--- config.mk ---
export PLATFORM = sky130hd
export DESIGN_NAME = adc_conv_seq
export DESIGN_NICKNAME = d
export VERILOG_FILES = /design/src/rtl/adc_seq_pkg.sv /design/src/rtl/adc_seq_sync.sv /design/src/rtl/adc_seq_pacer.sv /design/src/rtl/adc_seq_fsm.sv /design/src/rtl/adc_seq_capture.sv /design/src/rtl/adc_conv_seq.sv
export SDC_FILE = /design/constraint.sdc
export NUM_CORES = 1
export LEC_CHECK = 0
export BUFFER_PORTS_ARGS = -buffer_cell sky130_fd_sc_hd__buf_2
export CORE_MARGIN = 3
export CORE_UTILIZATION = 55
export DETAILED_ROUTE_END_ITERATION = 16
export GPL_ROUTABILITY_DRIVEN = 0
export PLACE_DENSITY = 0.82
export SYNTH_ARGS = -nofsm -noshare
export SYNTH_HDL_FRONTEND = slang
export SYNTH_SLANG_ARGS = --single-unit
--- constraint.sdc ---
create_clock -name clk -period 4.4 [get_ports clk]
set_input_delay 0.22 -clock clk [delete_from_list [all_inputs] [get_ports clk]]
set_output_delay 0.22 -clock clk [all_outputs]
set_load 0.01 [all_outputs]
--- src/rtl/adc_seq_pkg.sv ---
package adc_seq_pkg;
  typedef enum logic [2:0] {
    SQ_IDLE,
    SQ_PULSE,
    SQ_WFALL,
    SQ_WRISE,
    SQ_READ
  } sq_state_e;
endpackage

--- src/rtl/adc_seq_sync.sv ---
module adc_seq_sync #(
  parameter int STAGES = 2,
  parameter bit INIT   = 1'b1
) (
  input  logic clk,
  input  logic rst,
  input  logic d,
  output logic q
);
  logic [STAGES-1:0] chain;

  generate
    if (STAGES == 1) begin : g_one
      always_ff @(posedge clk) begin
        if (rst) chain <= {STAGES{INIT}};
        else     chain <= d;
      end
    end else begin : g_many
      always_ff @(posedge clk) begin
        if (rst) chain <= {STAGES{INIT}};
        else     chain <= {chain[STAGES-2:0], d};
      end
    end
  endgenerate

  assign q = chain[STAGES-1];
endmodule

--- src/rtl/adc_seq_pacer.sv ---
module adc_seq_pacer #(
  parameter int SAMPLE_MIN = 67,
  parameter int ACQ_MIN    = 13,
  parameter int PERIOD     = 80
) (
  input  logic clk,
  input  logic rst,
  input  logic trig_i,
  input  logic auto_en_i,
  input  logic start_go_i,
  input  logic busy_rise_i,
  output logic start_req_o
);
  localparam int SPAN_TOP = ((PERIOD > SAMPLE_MIN) ? PERIOD : SAMPLE_MIN) - 1;
  localparam int SPAN_W   = $clog2(SPAN_TOP + 2);
  localparam int ACQ_TOP  = (ACQ_MIN > 0) ? ACQ_MIN - 1 : 0;
  localparam int ACQ_W    = $clog2(ACQ_TOP + 2);
  localparam logic [SPAN_W-1:0] SPAN_LIM = SPAN_W'(SPAN_TOP);
  localparam logic [SPAN_W-1:0] IVL_LIM  = SPAN_W'((SAMPLE_MIN > 0) ? SAMPLE_MIN - 1 : 0);
  localparam logic [SPAN_W-1:0] AUTO_LIM = SPAN_W'((PERIOD > 0) ? PERIOD - 1 : 0);
  localparam logic [ACQ_W-1:0]  ACQ_LIM  = ACQ_W'(ACQ_TOP);

  logic [SPAN_W-1:0] span_q;
  logic [ACQ_W-1:0]  acq_q;
  logic              pend_q;
  logic              ivl_ok, acq_ok, auto_due;

  // cycles since the last convert start, saturating
  always_ff @(posedge clk) begin
    if (rst)                    span_q <= SPAN_LIM;
    else if (start_go_i)        span_q <= '0;
    else if (span_q != SPAN_LIM) span_q <= span_q + 1'b1;
  end

  // cycles since busy was seen returning high, saturating
  always_ff @(posedge clk) begin
    if (rst)                   acq_q <= ACQ_LIM;
    else if (busy_rise_i)      acq_q <= '0;
    else if (acq_q != ACQ_LIM) acq_q <= acq_q + 1'b1;
  end

  // one held request; repeats coalesce
  always_ff @(posedge clk) begin
    if (rst) pend_q <= 1'b0;
    else     pend_q <= (pend_q | trig_i) & ~start_go_i;
  end

  assign ivl_ok      = (span_q >= IVL_LIM);
  assign acq_ok      = (acq_q == ACQ_LIM);
  assign auto_due    = auto_en_i && (span_q >= AUTO_LIM);
  assign start_req_o = (pend_q | trig_i | auto_due) & ivl_ok & acq_ok;

  // a start is only taken once the sampling interval has run out
  a_r5_interval_met: assert property (@(posedge clk) disable iff (rst)
    start_go_i |-> (span_q >= IVL_LIM));
  // a start is only taken once the acquisition time has run out
  a_r6_acq_met: assert property (@(posedge clk) disable iff (rst)
    start_go_i |-> (acq_q == ACQ_LIM));
endmodule

--- src/rtl/adc_seq_fsm.sv ---
module adc_seq_fsm
  import adc_seq_pkg::*;
#(
  parameter int CONV_PULSE = 3,
  parameter int FALL_TMO   = 8,
  parameter int CONV_TMO   = 60,
  parameter int READ_LEN   = 4
) (
  input  logic clk,
  input  logic rst,
  input  logic start_req_i,
  input  logic busy_hi_i,
  output logic start_go_o,
  output logic busy_rise_o,
  output logic cap_en_o,
  output logic conv_n_o,
  output logic cs_n_o,
  output logic rd_n_o,
  output logic fault_o
);
  localparam int M1    = (CONV_PULSE > FALL_TMO) ? CONV_PULSE : FALL_TMO;
  localparam int M2    = (CONV_TMO > READ_LEN) ? CONV_TMO : READ_LEN;
  localparam int PH_TOP = ((M1 > M2) ? M1 : M2) - 1;
  localparam int PH_W  = $clog2(PH_TOP + 2);
  localparam logic [PH_W-1:0] PULSE_LAST = PH_W'(CONV_PULSE - 1);
  localparam logic [PH_W-1:0] FALL_LAST  = PH_W'(FALL_TMO - 1);
  localparam logic [PH_W-1:0] RISE_LAST  = PH_W'(CONV_TMO - 1);
  localparam logic [PH_W-1:0] READ_LAST  = PH_W'(READ_LEN - 1);

  sq_state_e       state_q;
  logic [PH_W-1:0] ph_q;
  logic            conv_n_q, cs_n_q, rd_n_q, fault_q;

  assign start_go_o  = (state_q == SQ_IDLE) && start_req_i;
  assign busy_rise_o = (state_q == SQ_WRISE) && busy_hi_i;
  assign cap_en_o    = (state_q == SQ_READ) && (ph_q == READ_LAST);

  always_ff @(posedge clk) begin
    if (rst) begin
      state_q  <= SQ_IDLE;
      ph_q     <= '0;
      conv_n_q <= 1'b1;
      cs_n_q   <= 1'b1;
      rd_n_q   <= 1'b1;
      fault_q  <= 1'b0;
    end else begin
      fault_q <= 1'b0;
      case (state_q)
        SQ_IDLE: begin
          if (start_go_o) begin
            state_q  <= SQ_PULSE;
            ph_q     <= '0;
            conv_n_q <= 1'b0;
          end
        end
        SQ_PULSE: begin
          if (ph_q == PULSE_LAST) begin
            conv_n_q <= 1'b1;
            state_q  <= SQ_WFALL;
            ph_q     <= '0;
          end else begin
            ph_q <= ph_q + 1'b1;
          end
        end
        SQ_WFALL: begin
          if (!busy_hi_i) begin
            state_q <= SQ_WRISE;
            ph_q    <= '0;
          end else if (ph_q == FALL_LAST) begin
            fault_q <= 1'b1;
            state_q <= SQ_IDLE;
          end else begin
            ph_q <= ph_q + 1'b1;
          end
        end
        SQ_WRISE: begin
          if (busy_hi_i) begin
            state_q <= SQ_READ;
            ph_q    <= '0;
            cs_n_q  <= 1'b0;
            rd_n_q  <= 1'b0;
          end else if (ph_q == RISE_LAST) begin
            fault_q <= 1'b1;
            state_q <= SQ_IDLE;
          end else begin
            ph_q <= ph_q + 1'b1;
          end
        end
        SQ_READ: begin
          if (ph_q == READ_LAST) begin
            cs_n_q  <= 1'b1;
            rd_n_q  <= 1'b1;
            state_q <= SQ_IDLE;
          end else begin
            ph_q <= ph_q + 1'b1;
          end
        end
        default: state_q <= SQ_IDLE;
      endcase
    end
  end

  assign conv_n_o = conv_n_q;
  assign cs_n_o   = cs_n_q;
  assign rd_n_o   = rd_n_q;
  assign fault_o  = fault_q;

  // the read strobe only falls after synchronized busy was high
  a_r3_read_after_busy: assert property (@(posedge clk) disable iff (rst)
    $fell(rd_n_q) |-> $past(busy_hi_i));
  // chip-select covers the whole read pulse
  a_r3_cs_covers_rd: assert property (@(posedge clk) disable iff (rst)
    !rd_n_q |-> !cs_n_q);
  // chip-select is released whenever a convert strobe begins
  a_r3_cs_high_at_conv: assert property (@(posedge clk) disable iff (rst)
    $fell(conv_n_q) |-> cs_n_q);
  // a fault leaves every strobe inactive
  a_r9_fault_quiet: assert property (@(posedge clk) disable iff (rst)
    fault_q |-> (conv_n_q && cs_n_q && rd_n_q));
endmodule

--- src/rtl/adc_seq_capture.sv ---
module adc_seq_capture #(
  parameter int DATA_W = 12
) (
  input  logic              clk,
  input  logic              rst,
  input  logic              cap_en_i,
  input  logic [DATA_W-1:0] data_i,
  output logic              valid_o,
  output logic [DATA_W-1:0] data_o
);
  logic              valid_q;
  logic [DATA_W-1:0] data_q;

  always_ff @(posedge clk) begin
    if (rst) valid_q <= 1'b0;
    else     valid_q <= cap_en_i;
  end

  always_ff @(posedge clk) begin
    if (rst)           data_q <= '0;
    else if (cap_en_i) data_q <= data_i;
  end

  assign valid_o = valid_q;
  assign data_o  = data_q;

  // the valid strobe lasts a single cycle
  a_r4_valid_single: assert property (@(posedge clk) disable iff (rst)
    valid_q |=> !valid_q);
endmodule

--- src/rtl/adc_conv_seq.sv ---
module adc_conv_seq #(
  parameter int DATA_W      = 12,
  parameter int CONV_PULSE  = 3,
  parameter int FALL_TMO    = 8,
  parameter int CONV_TMO    = 60,
  parameter int READ_LEN    = 4,
  parameter int ACQ_MIN     = 13,
  parameter int SAMPLE_MIN  = 67,
  parameter int PERIOD      = 80,
  parameter int SYNC_STAGES = 2
) (
  input  logic              clk,
  input  logic              rst,
  input  logic              trig_i,
  input  logic              auto_en_i,
  input  logic              busy_n_i,
  input  logic [DATA_W-1:0] adc_data_i,
  output logic              conv_n_o,
  output logic              cs_n_o,
  output logic              rd_n_o,
  output logic              smp_valid_o,
  output logic [DATA_W-1:0] smp_data_o,
  output logic              fault_o
);
  logic busy_hi, start_req, start_go, busy_rise, cap_en;

  adc_seq_sync #(.STAGES(SYNC_STAGES), .INIT(1'b1)) u_sync (
    .clk(clk), .rst(rst), .d(busy_n_i), .q(busy_hi)
  );

  adc_seq_pacer #(.SAMPLE_MIN(SAMPLE_MIN), .ACQ_MIN(ACQ_MIN), .PERIOD(PERIOD)) u_pacer (
    .clk(clk), .rst(rst), .trig_i(trig_i), .auto_en_i(auto_en_i),
    .start_go_i(start_go), .busy_rise_i(busy_rise), .start_req_o(start_req)
  );

  adc_seq_fsm #(.CONV_PULSE(CONV_PULSE), .FALL_TMO(FALL_TMO),
                .CONV_TMO(CONV_TMO), .READ_LEN(READ_LEN)) u_fsm (
    .clk(clk), .rst(rst), .start_req_i(start_req), .busy_hi_i(busy_hi),
    .start_go_o(start_go), .busy_rise_o(busy_rise), .cap_en_o(cap_en),
    .conv_n_o(conv_n_o), .cs_n_o(cs_n_o), .rd_n_o(rd_n_o), .fault_o(fault_o)
  );

  adc_seq_capture #(.DATA_W(DATA_W)) u_cap (
    .clk(clk), .rst(rst), .cap_en_i(cap_en), .data_i(adc_data_i),
    .valid_o(smp_valid_o), .data_o(smp_data_o)
  );
endmodule

==> flow_metrics.env <==
export IMPL_clk_latency_ns=0.35
export IMPL_syn_inst=227
export IMPL_switching_share=0.400
export IMPL_core_area_sq_mm=0.00318
export IMPL_rsz0062_at_grt="false"
export IMPL_path_delay_family="simple AND/OR/NAND/NOR gates"
export IMPL_start_util=0.602
export IMPL_numCtsBuffers=5
export IMPL_antenna_cells=0
export IMPL_power_share_clock=0.171
export IMPL_rrSetupSlack_ns=2.34
export IMPL_synth_edff_count=0
export IMPL_dp_cells=292
export IMPL_wl_per_cell_microns=12.6
export IMPL_setup_slack_ns=2.34
export IMPL_skew_ns=0.00638
export IMPL_track_usage=0.200
export IMPL_total_power_mw=1.05
export IMPL_crit_path_max_incr_delay_ns=0.70
export IMPL_rows=20
export IMPL_num_vias=1652
export IMPL_utilization=0.668
export IMPL_grt_overflow=0
export IMPL_r2r_end="u_fsm.ph_q[0]"
export IMPL_hold_viol=0
export IMPL_drv_slew=0
export IMPL_crit_arrival_ns=2.34
export IMPL_ys_flop_type="dfxtp_1"
export IMPL_seq_area_frac_synth=0.408
export IMPL_clock_sinks=39
export IMPL_die_y_microns=65.0
export IMPL_endpoint_kind="register"
export IMPL_grt_max_degree=28
export IMPL_area_delta_synth_final_pct=10.8
export IMPL_p_switching_mw=0.421
export IMPL_synthMostInstantiatedCell="dfxtp_1"
export IMPL_startpoint="u_fsm.state_q[0]"
export IMPL_io_pins=34
export IMPL_dieArea_sq_mm=0.00422
export IMPL_syn_nets=250
export IMPL_ys_top_cells_by_count="dfxtp_1, nand2_1, nand3_1"
export IMPL_fin_nets=278
export IMPL_fmax_mhz=485
export IMPL_crit_fanout=15
export IMPL_die_w_microns=65.0
export IMPL_root_buffer="clkbuf_4"
export IMPL_ir_worst_vdd_v=0.000365
export IMPL_dp_hpwl_microns=2800
export IMPL_stdcell_area_sq_mm=0.00212
export IMPL_tns_ns=0
export IMPL_antenna_found_initial=0
export IMPL_path_cells="nor3b_2 > a21oi_1 > a21oi_2 > nand3_1 > o22ai_1"
export IMPL_max_cap_viol_count=0
export IMPL_synth_warnings=0
export IMPL_first_pass_iters=4
export IMPL_post_cts_setup_buffer_count=0
export IMPL_wirelength_microns=3770
export IMPL_async_flop_share=0
export IMPL_drtIter0Drc=95
export IMPL_cts_path_max_buffers=2
export IMPL_clk_pin_slew_worst_paths_ns=0.12
export IMPL_synth_area_leaders="dfxtp_1, nand3_1, nand2_1, a21oi_1, ha_1"
export IMPL_syn_area_sq_mm=0.00191
export IMPL_synth_top_area_cell="dfxtp_1"
export IMPL_dpl_cell_area_sq_mm=0.00206
export IMPL_n_fill_cell=291
export IMPL_cts_repair_resized=0
export IMPL_grt_pass1_wl_microns=6580
export IMPL_synth_cell_types=48
export IMPL_p_per_area_mw_per_mm2=496
export IMPL_synth_top_cell_area_share=0.408
export IMPL_min_path_type="input port to register"
export IMPL_portBuffers=33
export IMPL_cts_hold_fix_buffers=0
export IMPL_reg2reg_from="u_fsm.state_q[0]"
export IMPL_min_period_over_period=0.468
export IMPL_final_cells=300
export IMPL_p_int_mw=0.631
export IMPL_worst_pin_slew_ns=0.751
export IMPL_critPathSlowestCell="nor3b_2"
export IMPL_p_seq_frac=0.471
export IMPL_h_tree_depth=2
export IMPL_finalSetupViolations=0
export IMPL_cp_endpoint="u_fsm.ph_q[0]"
export IMPL_syn_area_per_cell_sq_um=8.43
export IMPL_timing_hold_ws_ns=0.0572
export IMPL_r2r_cells=5
export IMPL_leakage_nw=0.862
export IMPL_status="finished, final reports clean"
export IMPL_drive_above_1_share=0.207
export IMPL_routed_via_density=5.51
export IMPL_cts_tree="built"
export IMPL_max_slew_margin=0.497
export IMPL_startpoint_type="register"
export IMPL_required_ns=4.68
export IMPL_ant_nets=0
export IMPL_critPathKind="register to register"
export IMPL_share_comb_of_total_power=0.358
export IMPL_drc=0
export IMPL_pre_cts_ws_ns=2.36
export IMPL_critPathBufInv=0
export IMPL_synth_seq_cells=39
export IMPL_first_global_vias=1497
export IMPL_crit_cells=5
export IMPL_period_needed_ns=2.06
[layer usage]
metal / global-route usage / share of wire / vias to the layer above
met1: 0.231 / 0.44 / 753
met5: 0 / 0 / -
li1: - / - / 861
met2: 0.344 / 0.49 / 30
met4: 0.0712 / 0.016 / 0
met3: 0.0641 / 0.048 / 8
[cell families after synthesis]
family	Yosys count	share of synthesized area
AO/OA/AOI/OAI	51	0.178
XOR/XNOR	7	0.0320
adder cells (fa/ha/maj)	6	0.0392
buffers and inverters	19	0.0503
flip-flops	39	0.408
multiplexers	4	0.0209
AND/OR/NAND/NOR	101	0.272
[cell type report]
type / count / area, sq um / share of cell area
flip-flops and latches: 39 / 781 / 0.368
repair buffers: 33 / 165 / 0.0778
inverters: 7 / 26.3 / 0.0124
multi-input cells: 169 / 1040 / 0.489
clock buffers: 5 / 37.5 / 0.0177
clock inverters: 3 / 20.0 / 0.00943
well taps: 44 / 55.1 / 0.0259
[placed cells by master (no fill, tap or decap), drive strengths merged, types with 3 or more instances in the layout]
cell type / synthesis / layout
a21oi: 19 / 19
mux2i: 4 / 4
nand2: 30 / 30
dfxtp: 39 / 39
and3: 5 / 5
o21ai: 17 / 17
inv: 7 / 7
nand4: 3 / 3
a211oi: 3 / 3
xor2: 3 / 3
ha: 6 / 6
xnor2: 4 / 4
buf: 7 / 33
nand3: 25 / 25
nor3: 11 / 11
clkbuf: 5 / 5
o311ai: 3 / 3
nor2: 14 / 14
[power by group through the flow]
stage / clock (mW) / combinational (mW) / sequential (mW)
2_1_floorplan: 0 / 0.332 / 0.473
3_3_place_gp: 0 / 0.370 / 0.501
3_5_place_dp: 0 / 0.379 / 0.502
4_1_cts: 0.187 / 0.380 / 0.494
5_1_grt: 0.199 / 0.431 / 0.510
6_report: 0.180 / 0.376 / 0.496
[how the worst min path moves through the flow]
stage / startpoint / end / slack (ns) / cells after the start
2_1_floorplan: busy_n_i / u_sync.chain[0] / 0.32 / 1
3_3_place_gp: u_sync.chain[0] / u_sync.chain[1] / 0.40 / 1
3_5_place_dp: busy_n_i / u_sync.chain[0] / 0.42 / 2
4_1_cts: busy_n_i / u_sync.chain[0] / 0.05 / 2
5_1_grt: busy_n_i / u_sync.chain[0] / 0.05 / 2
6_report: busy_n_i / u_sync.chain[0] / 0.06 / 2
[registers in the layout, indices dropped and copies added, names as in the netlist]
register and cells:
u_fsm.ph_q 6, u_cap.valid_o 1, u_fsm.state_q 3, u_fsm.fault_o 1
u_pacer.acq_q 4, u_fsm.conv_n_o 1, u_cap.data_o 12, u_fsm.cs_n_o 1
u_sync.chain 2, u_pacer.pend_q 1, u_pacer.span_q 7
No activity file was read; power rests on OpenSTA's default activity.
